--- config.mk ---
export PLATFORM = sky130hd
export DESIGN_NAME = serial_ctl_regs
export DESIGN_NICKNAME = d
export VERILOG_FILES = /design/src/rtl/serial_ctl_regs.sv
export SDC_FILE = /design/constraint.sdc
export NUM_CORES = 1
export LEC_CHECK = 0
export BUFFER_PORTS_ARGS = -buffer_cell sky130_fd_sc_hd__buf_2
export CAP_MARGIN = 20
export CORE_ASPECT_RATIO = 1.1
export CORE_UTILIZATION = 35
export CTS_CLUSTER_SIZE = 12
export DETAILED_ROUTE_END_ITERATION = 16
export PLACE_DENSITY = 0.57
export SLEW_MARGIN = 20
export SYNTH_ARGS = -nofsm -noshare
export SYNTH_HDL_FRONTEND = slang
export SYNTH_SLANG_ARGS = --single-unit
--- constraint.sdc ---
create_clock -name clk -period 4.16 [get_ports clk]
set_input_delay 0.624 -clock clk [delete_from_list [all_inputs] [get_ports clk]]
set_output_delay 0.624 -clock clk [all_outputs]
set_load 0.05 [all_outputs]
--- src/rtl/serial_ctl_regs.sv ---
module serial_ctl_regs #(
  parameter int WORD_W = 32,
  parameter int LIVE_LO = 4,
  parameter int LIVE_HI = 24
) (
  input  logic                       clk,
  input  logic                       rst_n,
  input  logic                       ser_clk,
  input  logic                       ser_data,
  input  logic                       ser_strobe,
  input  logic                       cal_done,
  input  logic                       lock_ok,
  input  logic                       buf_pin,
  output logic [WORD_W-1:0]          setup_reg,
  output logic [WORD_W-1:0]          cal_reg,
  output logic [WORD_W-1:0]          div_reg,
  output logic [LIVE_HI-LIVE_LO:0]   div_live,
  output logic                       buf_en
);
  localparam int LIVE_W = LIVE_HI - LIVE_LO + 1;

  logic [2:0] clk_s, dat_s, stb_s;
  logic [WORD_W-1:0] shreg;
  logic [WORD_W-2:0] setup_q;
  logic cal_owed;

  always_ff @(posedge clk or negedge rst_n)
    if (!rst_n) begin
      clk_s <= '0;
      dat_s <= '0;
      stb_s <= '0;
    end else begin
      clk_s <= {clk_s[1:0], ser_clk};
      dat_s <= {dat_s[1:0], ser_data};
      stb_s <= {stb_s[1:0], ser_strobe};
    end

  wire shift_edge = clk_s[1] & ~clk_s[2];
  wire commit     = stb_s[1] & ~stb_s[2];
  wire [3:0] addr = shreg[3:0];
  wire busy       = cal_reg[WORD_W-1];
  wire soft_clr   = commit && addr == 4'd0 && shreg[4];
  wire wr_setup   = commit && addr == 4'd0 && !shreg[4];
  wire wr_cal     = commit && addr == 4'd1 && !busy;
  wire wr_div     = commit && addr == 4'd2 && !busy;

  always_ff @(posedge clk or negedge rst_n)
    if (!rst_n) shreg <= '0;
    else if (shift_edge) shreg <= {dat_s[1], shreg[WORD_W-1:1]};

  always_ff @(posedge clk or negedge rst_n)
    if (!rst_n) begin
      setup_q  <= '0;
      cal_reg  <= '0;
      div_reg  <= '0;
      div_live <= '0;
      cal_owed <= 1'b1;
    end else begin
      if (cal_done && busy) cal_owed <= 1'b0;
      if (soft_clr) begin
        setup_q  <= '0;
        cal_reg  <= '0;
        div_reg  <= '0;
        div_live <= '0;
      end else begin
        if (wr_setup) setup_q <= shreg[WORD_W-2:0];
        if (wr_cal) cal_reg <= shreg;
        else if (cal_done) cal_reg[WORD_W-1] <= 1'b0;
        if (wr_div) div_reg <= shreg;
        else if (lock_ok) div_reg[29] <= 1'b0;
        if (div_reg[29]) div_live <= div_reg[LIVE_HI:LIVE_LO];
      end
    end

  assign setup_reg = {cal_owed, setup_q};
  assign buf_en = setup_q[10] ? buf_pin : ~setup_q[11];

  assert_cal_clears_R4: assert property (@(posedge clk) disable iff (!rst_n)
    (cal_done && busy && !commit) |=> !cal_reg[WORD_W-1]);
  assert_div_locked_R5: assert property (@(posedge clk) disable iff (!rst_n)
    (busy && !cal_done && !soft_clr) |=> $stable(div_reg[28:0]) && $stable(div_reg[31:30]));
  assert_lock_clears_R7: assert property (@(posedge clk) disable iff (!rst_n)
    (lock_ok && div_reg[29] && !commit) |=> !div_reg[29]);
  assert_soft_clear_R3: assert property (@(posedge clk) disable iff (!rst_n)
    soft_clr |=> (setup_reg[WORD_W-2:0] == '0 && cal_reg == '0 && div_reg == '0 && div_live == '0));
  assert_setup_hold_R2: assert property (@(posedge clk) disable iff (!rst_n)
    !commit |=> $stable(setup_reg[WORD_W-2:0]));
  assert_owed_sticky_R9: assert property (@(posedge clk) disable iff (!rst_n)
    !setup_reg[WORD_W-1] |=> !setup_reg[WORD_W-1]);
  assert_live_hold_R6: assert property (@(posedge clk) disable iff (!rst_n)
    (!div_reg[29] && !soft_clr) |=> $stable(div_live));
  initial assert (LIVE_W > 0);
endmodule

==> results of run 1 <==
-- layer usage --
layer	track usage, %	routed length (um)	up-vias
met4	6.85	174	0
li1	-	-	1890
met3	4.05	715	11
met5	0	0	-
met2	26.7	7270	117
met1	23.8	6940	2040
-- layout make-up --
| cell class | instances | share of cell area, % |
|---|---|---|
| well taps | 238 | 3.84 |
| clock buffers | 26 | 6.32 |
| inverters | 8 | 0.388 |
| diodes | 1 | 0.0323 |
| multi-input cells | 257 | 28.6 |
| repair buffers | 132 | 9.00 |
| clock inverters | 6 | 1.08 |
| flip-flops and latches | 157 | 50.7 |
-- synthesized netlist by cell type (10+ instances only) --
cell	number	area, um^2
sky130_fd_sc_hd__dfrtp_1	156	3900
sky130_fd_sc_hd__mux2_2	32	360
sky130_fd_sc_hd__clkbuf_1	28	105
sky130_fd_sc_hd__nor2b_1	28	175
sky130_fd_sc_hd__a22o_1	26	228
sky130_fd_sc_hd__mux2_4	25	375
sky130_fd_sc_hd__nor2_1	23	86.3
sky130_fd_sc_hd__mux2i_1	21	210
sky130_fd_sc_hd__a32oi_1	16	140
sky130_fd_sc_hd__o2bb2ai_1	16	140
sky130_fd_sc_hd__nand2_1	13	48.8
sky130_fd_sc_hd__and2_1	10	62.6
-- through the flow --
step	hold slack (ps)	setup WS [ps]	std cells
after floorplan	328	1790	460
after global routing	294	1440	824
final	264	1530	825
after global placement	338	1600	792
after CTS	282	1520	824
after detailed placement	335	1540	792
-- cells in the final DEF (no fill, tap or decap), types with 16 or more instances in the layout --
master,n
sky130_fd_sc_hd__a32oi_1,16
sky130_fd_sc_hd__nor2b_1,28
sky130_fd_sc_hd__mux2i_1,21
sky130_fd_sc_hd__nor2_1,21
sky130_fd_sc_hd__mux2_2,32
sky130_fd_sc_hd__dfrtp_1,156
sky130_fd_sc_hd__o2bb2ai_1,16
sky130_fd_sc_hd__mux2_4,25
sky130_fd_sc_hd__clkbuf_16,17
sky130_fd_sc_hd__a22o_1,26
sky130_fd_sc_hd__buf_2,124
-- power groups by stage --
stage	Clock (mW)	Combinational (mW)	Sequential, mW
after floorplan	0	0.238	2.01
after global placement	0	0.588	1.83
after detailed placement	0	0.598	1.83
after CTS	1.55	0.601	1.80
after global routing	1.62	0.634	1.83
final	1.51	0.592	1.80
-- cells by family (layout without fill, tap and decap cells) --
family,after synthesis,count (layout)
buffers and inverters,46,172
DFF,157,157
muxes,78,78
other,0,1
and+or+nand+nor,92,92
AOI/OAI and AO/OA,87,87
-- critical path, cell delays in order (launching register included) --
cell                      delay (ps)
sky130_fd_sc_hd__dfrtp_1         430
sky130_fd_sc_hd__or4b_1          680
sky130_fd_sc_hd__or3_2           920
sky130_fd_sc_hd__mux2_4          460
-- final timing paths --
check	from	endpoint
max	shreg[2]	setup_q[22]
min	rst_n	clk_s[0]
max reg2reg	shreg[2]	setup_q[22]
min reg2reg	dat_s[0]	dat_s[1]
max in group asynchronous	rst_n	cal_owed
min in group clk	ser_strobe	stb_s[0]
==> results by stage, run 1 <==
Detailed routing:
- The average wire per standard cell is between 15 and 20 um.
- For this block, the via count after detailed routing is ~4100.
- After detailed routing, the number of remaining DRC violations is 4.
- Dividing the detail-routed via count by the number of cells gives approximately 4.9.
- In this run the remaining antenna-violating nets after routing total 0.
- The first routing iteration left 244 violations.
- Summed over all layers, the routed wires come to roughly 15000 um.
- The first TritonRoute pass finished after 10 iterations.

Timing:
- For the pin with the worst max-slew slack, the measured transition is ~1000 ps.
- The worst max-slew margin expressed relative to the limit is between 30% and 40%.
- The time the worst path needs with I/O delays and setup is 2630 ps.
- In the final timing run, aggregate negative setup slack is 0 ps.
- Across the routed clock network, the largest skew measured is ~11 ps.
- The max-slew violation count is 0.
- The count of final hold-check violations is 0.
- Setup violations remaining at the end of the flow were counted as 0.
- The achievable clock frequency is between 300 and 400 MHz.
- Setup repair after global routing left no endpoint under its margin.
- The worst path uses 63.2% of the clock period.

Pwr:
- Internal power comes to 2.83 mW.
- The total chip power is 3.91 mW.
- In this run, flip-flops and latches consume 46.1% of the power.
- The clock network is responsible for 38.7% of the overall power.
- In this run switching power makes up between 20% and 30% of total power.
- The power per unit of standard cell area is 504 nW/um^2.
- The worst voltage drop across the vdd grid is ~380 uV.
- In this run, the combinational gates consume roughly 15% of the power.
- The reported leakage power is roughly 4.0 nW.
- Summed over all nets, the switching power comes to approximately 1.1 mW.

Die:
- Measured along the x axis, the die boundary spans 130 um.
- The core area is between 15000 and 20000 um^2.
- The effective utilization at floorplan is between 30% and 40%.
- Measured along the y axis, the die boundary spans approximately 140 um.
- The floorplan has 51 rows.
- The total die area is 18600 um^2.
- The top-level I/O count is between 100 and 150.

GRT:
- The global-route wire length before repair is roughly 24000 um.
- The maximum number of pins on one net before global-route repair is slightly above 90.
- Summed over all layers, the global routing overflow is 0.
- The via count of the first global-routing pass is between 4000 and 5000.
- The initial antenna violation count came to 1.
- The global router's overall resource usage is 17.4%.

Logic synthesis:
- The average cell area after synthesis is roughly 14 um^2.
- In this run the cell area of the synthesized design comes to approximately 6300 um^2.
- The combinational family with the most area after synthesis is multiplexers.
- During synthesis, Yosys emitted a total of 0 warnings.
- The number of nets in the synthesized netlist is 468.
- The number of instances in the synthesized netlist is 460.
- The portion of synthesized area spent on multiplexers is between 10 and 15%.
- Of the synthesized area, sequential elements account for 62.3%.
- Summing the areas of all xor and xnor instances in the mapped netlist gives 0% of the synthesized area.
- Summing the areas of all compound-gate instances in the mapped netlist gives a little under an eighth of the synthesized area.
- In this run, synthesis produced a sequential element count of roughly 160.
- The number of unique standard cell types used by synthesis is ~40.
- Counting flops with an async set or reset pin after synthesis yields a share of between 90% and 100%.
- The simple-gate area share of the yosys netlist is 7.91%.
- The adder-cell share of the synthesized area is 0%.
- Yosys mapped a number of flops with a built-in enable equal to 0.
- The prevailing post-synth register cell is sky130_fd_sc_hd__dfrtp_1.

Outcome:
- The checks that failed: design-rule violations.
- The flow ran to the end, but the final reports show violations.

Placed design:
- The congestion estimate from routability-driven global placement came to around 0.75.
- The placed instances occupy a cell area of around 7000 um^2.
- The detailed placer's ending HPWL is ~9600 um.
- The number of input and output port buffers inserted is about 130.

Clocking:
- After clock tree synthesis, the repair step resized 0 gates.
- Counting the buffers created by CTS gives 17.
- CTS placed an instance of sky130_fd_sc_hd__clkbuf_16 at the clock tree root.
- Clock latency on the worst-skew pair, taken at its later pin, is between 400 and 500 ps.
- The number of clock sinks is approximately 160.
- The H-tree depth is 4.
- The total of hold buffers inserted after clock tree synthesis is 0.
- Buffers added to address setup during post-CTS repair amount to 0.
- The TritonCTS clock tree is built.
- The maximum clock path buffer count is 2.
- After clock tree synthesis, the clock-pin slew on the worst setup and hold paths is roughly 60 ps.

Setup path:
- The worst setup path is captured at a flop.
- Measured in cells, the most critical reg-to-reg path has a length of 3.
- The sort of element at the start of the critical path is a flop.
- The worst setup path is of the reg2reg kind.
- For flop-to-flop paths, the worst setup slack is between 1500 and 2000 ps.
- Data on the critical path is required at its endpoint by 4450 ps.
- Along the worst path, the maximum fanout reaches 31.
- At the worst endpoint, the arrival time is between 2000 and 3000 ps.

Cells and area:
- The sequential cell area is 3930 um^2.
- For this run, the share of the core covered by cells in the final layout is 43.8%.
- With fillers left out, the area of the finished cells amounts to a little under 8000 um^2.
- Of the cells placed in the final design, the portion with a size suffix greater than 1 is 38.4%.
- The area overhead of the layout relative to synthesis is 22.7%.
- Counting the fill cells in the layout gives 1649.
- Summing all multi-input logic gate instances after layout gives 2210 um^2.
- The final layout net count is 581.

Flow run:
- Across the run, the number of max-cap violations was 0.

Min path:
- The tightest min-delay check is of the in2async type.
Note: power is estimated with default switching activity, not from simulation.
==> run 2, diff against run 1 <==
Settings changed: PLACE_DENSITY 0.57 to 0.59.
Clock period 4.16 ns to 2.2 ns, I/O delays scaled along.
==> run 2 against run 1 <==
Net effect: the run now ends clean; utilization increased by 1.4 points; clock power increased by 99%; sequential share of layout area decreased by 1.6 points; sequential power increased by 89%; non-clock buffer count increased by 20; maximum frequency increased by 26%.
==> results by stage, run 2 (synthesis results as in run 1) <==
Clocking:
- The number of gates resized after CTS was 0.
- The clock net in this run drives a total of about 160 sinks.
- The H-tree depth is 4.
- The count of buffers added by post-CTS timing repair for setup is 0.
- The maximum clock path buffer count is 2.
- At the later pin of the worst-skew pair, clock insertion delay measures ~420 ps.
- The clock transition at the register clock pins on the worst setup and hold paths after CTS is 60 ps.
- Counting the buffers created by CTS gives 17.
- The cell sitting at the root of the clock tree is a sky130_fd_sc_hd__clkbuf_16.
- TritonCTS built the clock tree.

Timing:
- The max-slew violation count is 0.
- At the pin with the least slew margin, the transition time is ~900 ps.
- For the final routed database, the setup TNS stands at 0 ps.
- Measured against its own limit, the worst slew margin works out to between 40% and 50%.
- The achievable clock frequency is ~480 MHz.
- The count of final hold-check violations came to 0.
- Setup repair after global routing left no endpoint under its margin.
- The worst path needs between 2000 and 2500 ps of the cycle, external delays included.
- The clock skew is ~6.5 ps.
- The total setup violations reported at the end of the flow is 0.
- Dividing the final minimum period by the clock period gives a little over nine tenths.

Die:
- The die height is roughly 140 um.
- The total area inside the core boundary comes to approximately 18000 um^2.
- The die covers between 15000 and 20000 um^2.
- The top-level I/O count is roughly 130.
- The initialized floorplan defines 51 standard-cell rows.
- The x dimension of the die is 130 um.
- For this configuration, the core starts out at a cell density of between 30 and 40%.

Setup path:
- The setup check on the worst reg-to-reg path leaves a slack of 120 ps.
- The startpoint identified for the worst register-to-register timing path is shreg[2].
- For this run, the slowest stage of the critical path takes roughly 530 ps.
- The number of buffers and inverters on the critical path is 1.
- The signal on the critical path passes through or4b_1 -> or3_2 -> buf_12 -> mux2_4.
- Data arrives at the worst endpoint at 2380 ps.
- STA puts the critical path data required time at 2500 ps.
- The launch point of the worst path is shreg[2].
- The family with the most delay on the worst path is simple AND/OR/NAND/NOR gates.
- The slowest stage cell on the critical path is sky130_fd_sc_hd__or4b_1.
- The type of the worst setup path is reg2reg.
- In this run the worst path has a maximum fanout of 20.
- The endpoint type of the worst setup path is a flop.
- The sort of element at the start of the critical path is a flop.

Placed design:
- Routability-driven placement finished with a final weighted congestion of a little under 0.8.
- The detailed placer's ending HPWL is around 10000 um.
- During placement, the flow inserted port buffers numbering 125.
- The placed cell count is about 810.

Cells and area:
- The most common cell after layout, fill and taps aside is sky130_fd_sc_hd__dfrtp_1.
- After the flow finishes, the layout carries non-filler instances totaling ~850.
- In the final layout, the share of cells above drive strength 1 is about 41%.
- The final layout net count is roughly 600.
- From synthesis to final layout, the design area changed by 26.7%.
- The share of the core filled with cells is between 40 and 50%.
- In the layout the commonest cells are sky130_fd_sc_hd__dfrtp_1, sky130_fd_sc_hd__buf_2, sky130_fd_sc_hd__mux2_2.

Pwr:
- The combinational cell fraction of total power is 15.1%.
- The proportion of total power due to net switching is between 20 and 30%.
- The total chip power is about 7.6 mW.
- The power per unit of standard cell area is between 900 and 1000 nW/um^2.
- The worst voltage drop across the vdd grid is between 500 and 600 uV.
- The clock network fraction of design power is between 30% and 40%.
- The power share of the sequential group is 45.2%.
- The reported leakage power is 4.11 nW.
- The analysis attributes to net switching a power of roughly 2.1 mW.
- The design internal power is around 5.5 mW.

Detailed routing:
- Dividing the detail-routed wire length by the instance count gives 18.2 um.
- Once detail routing completed, the nets flagged for antenna violations numbered 0.
- Using the TritonRoute via totals, the vias-per-cell ratio works out to around 5.
- The first detailed-routing pass took 5 iterations.
- Summing over every cut layer, the via total after detailed routing is 4286.
- The iteration-0 DRC count of the detailed router is 249.
- The sum of routed wire length over all layers is 15400 um.
- In the routed design, unresolved DRC markers number 0.

Min path:
- The worst hold path begins at cal_done.
- The path class of the tightest hold or removal check is in2reg.

GRT:
- In the global route stage, met2 resource usage came out at 27.3%.
- The layer flagged by global routing as most heavily used is met2.
- Global routing finished with a remaining overflow of 0.
- The initial antenna violation count came to 1.
- Global routing consumed, on the met3 layer, ~4.2% of the routing resources.
- Global routing used 17.6% of the available tracks across all layers.
- The global-route met1 utilization is a little under a quarter.
- The via count of the first global-routing pass is between 4000 and 5000.
- The global-route wire length before repair is 24300 um.
- The maximum number of pins on one net before global-route repair is 57.

Flow run:
- Across the run, the number of max-cap violations was 0.

Outcome:
- The run finished with clean final reports.
## run 2: timing repair
action                                  4_1_cts  5_1_grt
endpoints found under the hold margin        51        0
endpoints found under the setup margin        0        0
hold buffers                                  4        0
## run 2: cell type report
cell class              instances  area (um^2)
diodes                          1         2.50
clock buffers                  21          470
clock inverters                11          140
fillers                      1621         9680
inverters                       8         30.0
multi-input cells             257         2210
flip-flops and latches        157         3930
well taps                     238          298
repair buffers                152          907
## run 2: worst paths after layout
kind | cells past startpoint | endpoint
setup / recovery | 4 | setup_q[17]
min in group asynchronous | 2 | clk_s[0]
hold / removal | 2 | cal_owed
setup reg to reg | 4 | setup_q[17]
max in group asynchronous | 3 | div_reg[18]
hold reg to reg | 0 | clk_s[1]
## run 2: power by group through the flow
| stage | Combinational (mW) | Clock (mW) | Sequential (mW) |
|---|---|---|---|
| finish | 1.14 | 3.00 | 3.41 |
| global route | 1.22 | 3.20 | 3.45 |
| CTS | 1.16 | 3.09 | 3.42 |
| detailed placement | 1.15 | 0 | 3.46 |
| global placement | 1.12 | 0 | 3.47 |
| floorplan | 0.450 | 0 | 3.79 |
## run 2: stage by stage
stage / hold WS [ps] / setup slack, ps / instance area (um^2)
final: 95.6 / 117 / 7990
after global routing: 79.7 / 65.5 / 7990
after CTS: 64.4 / 109 / 7990
after detailed placement: 326 / 115 / 7340
after global placement: 312 / 151 / 7340
after floorplan: 34.4 / 128 / 6310
## run 2: metal layers
layer  share of wire [%]  vias to the layer above  wire (um)
li1                    -                     1933          -
met1                  45                     2202       7000
met2                  48                      136       7360
met3                 5.3                       15        813
met4                 1.6                        0        247
met5                   0                        -          0
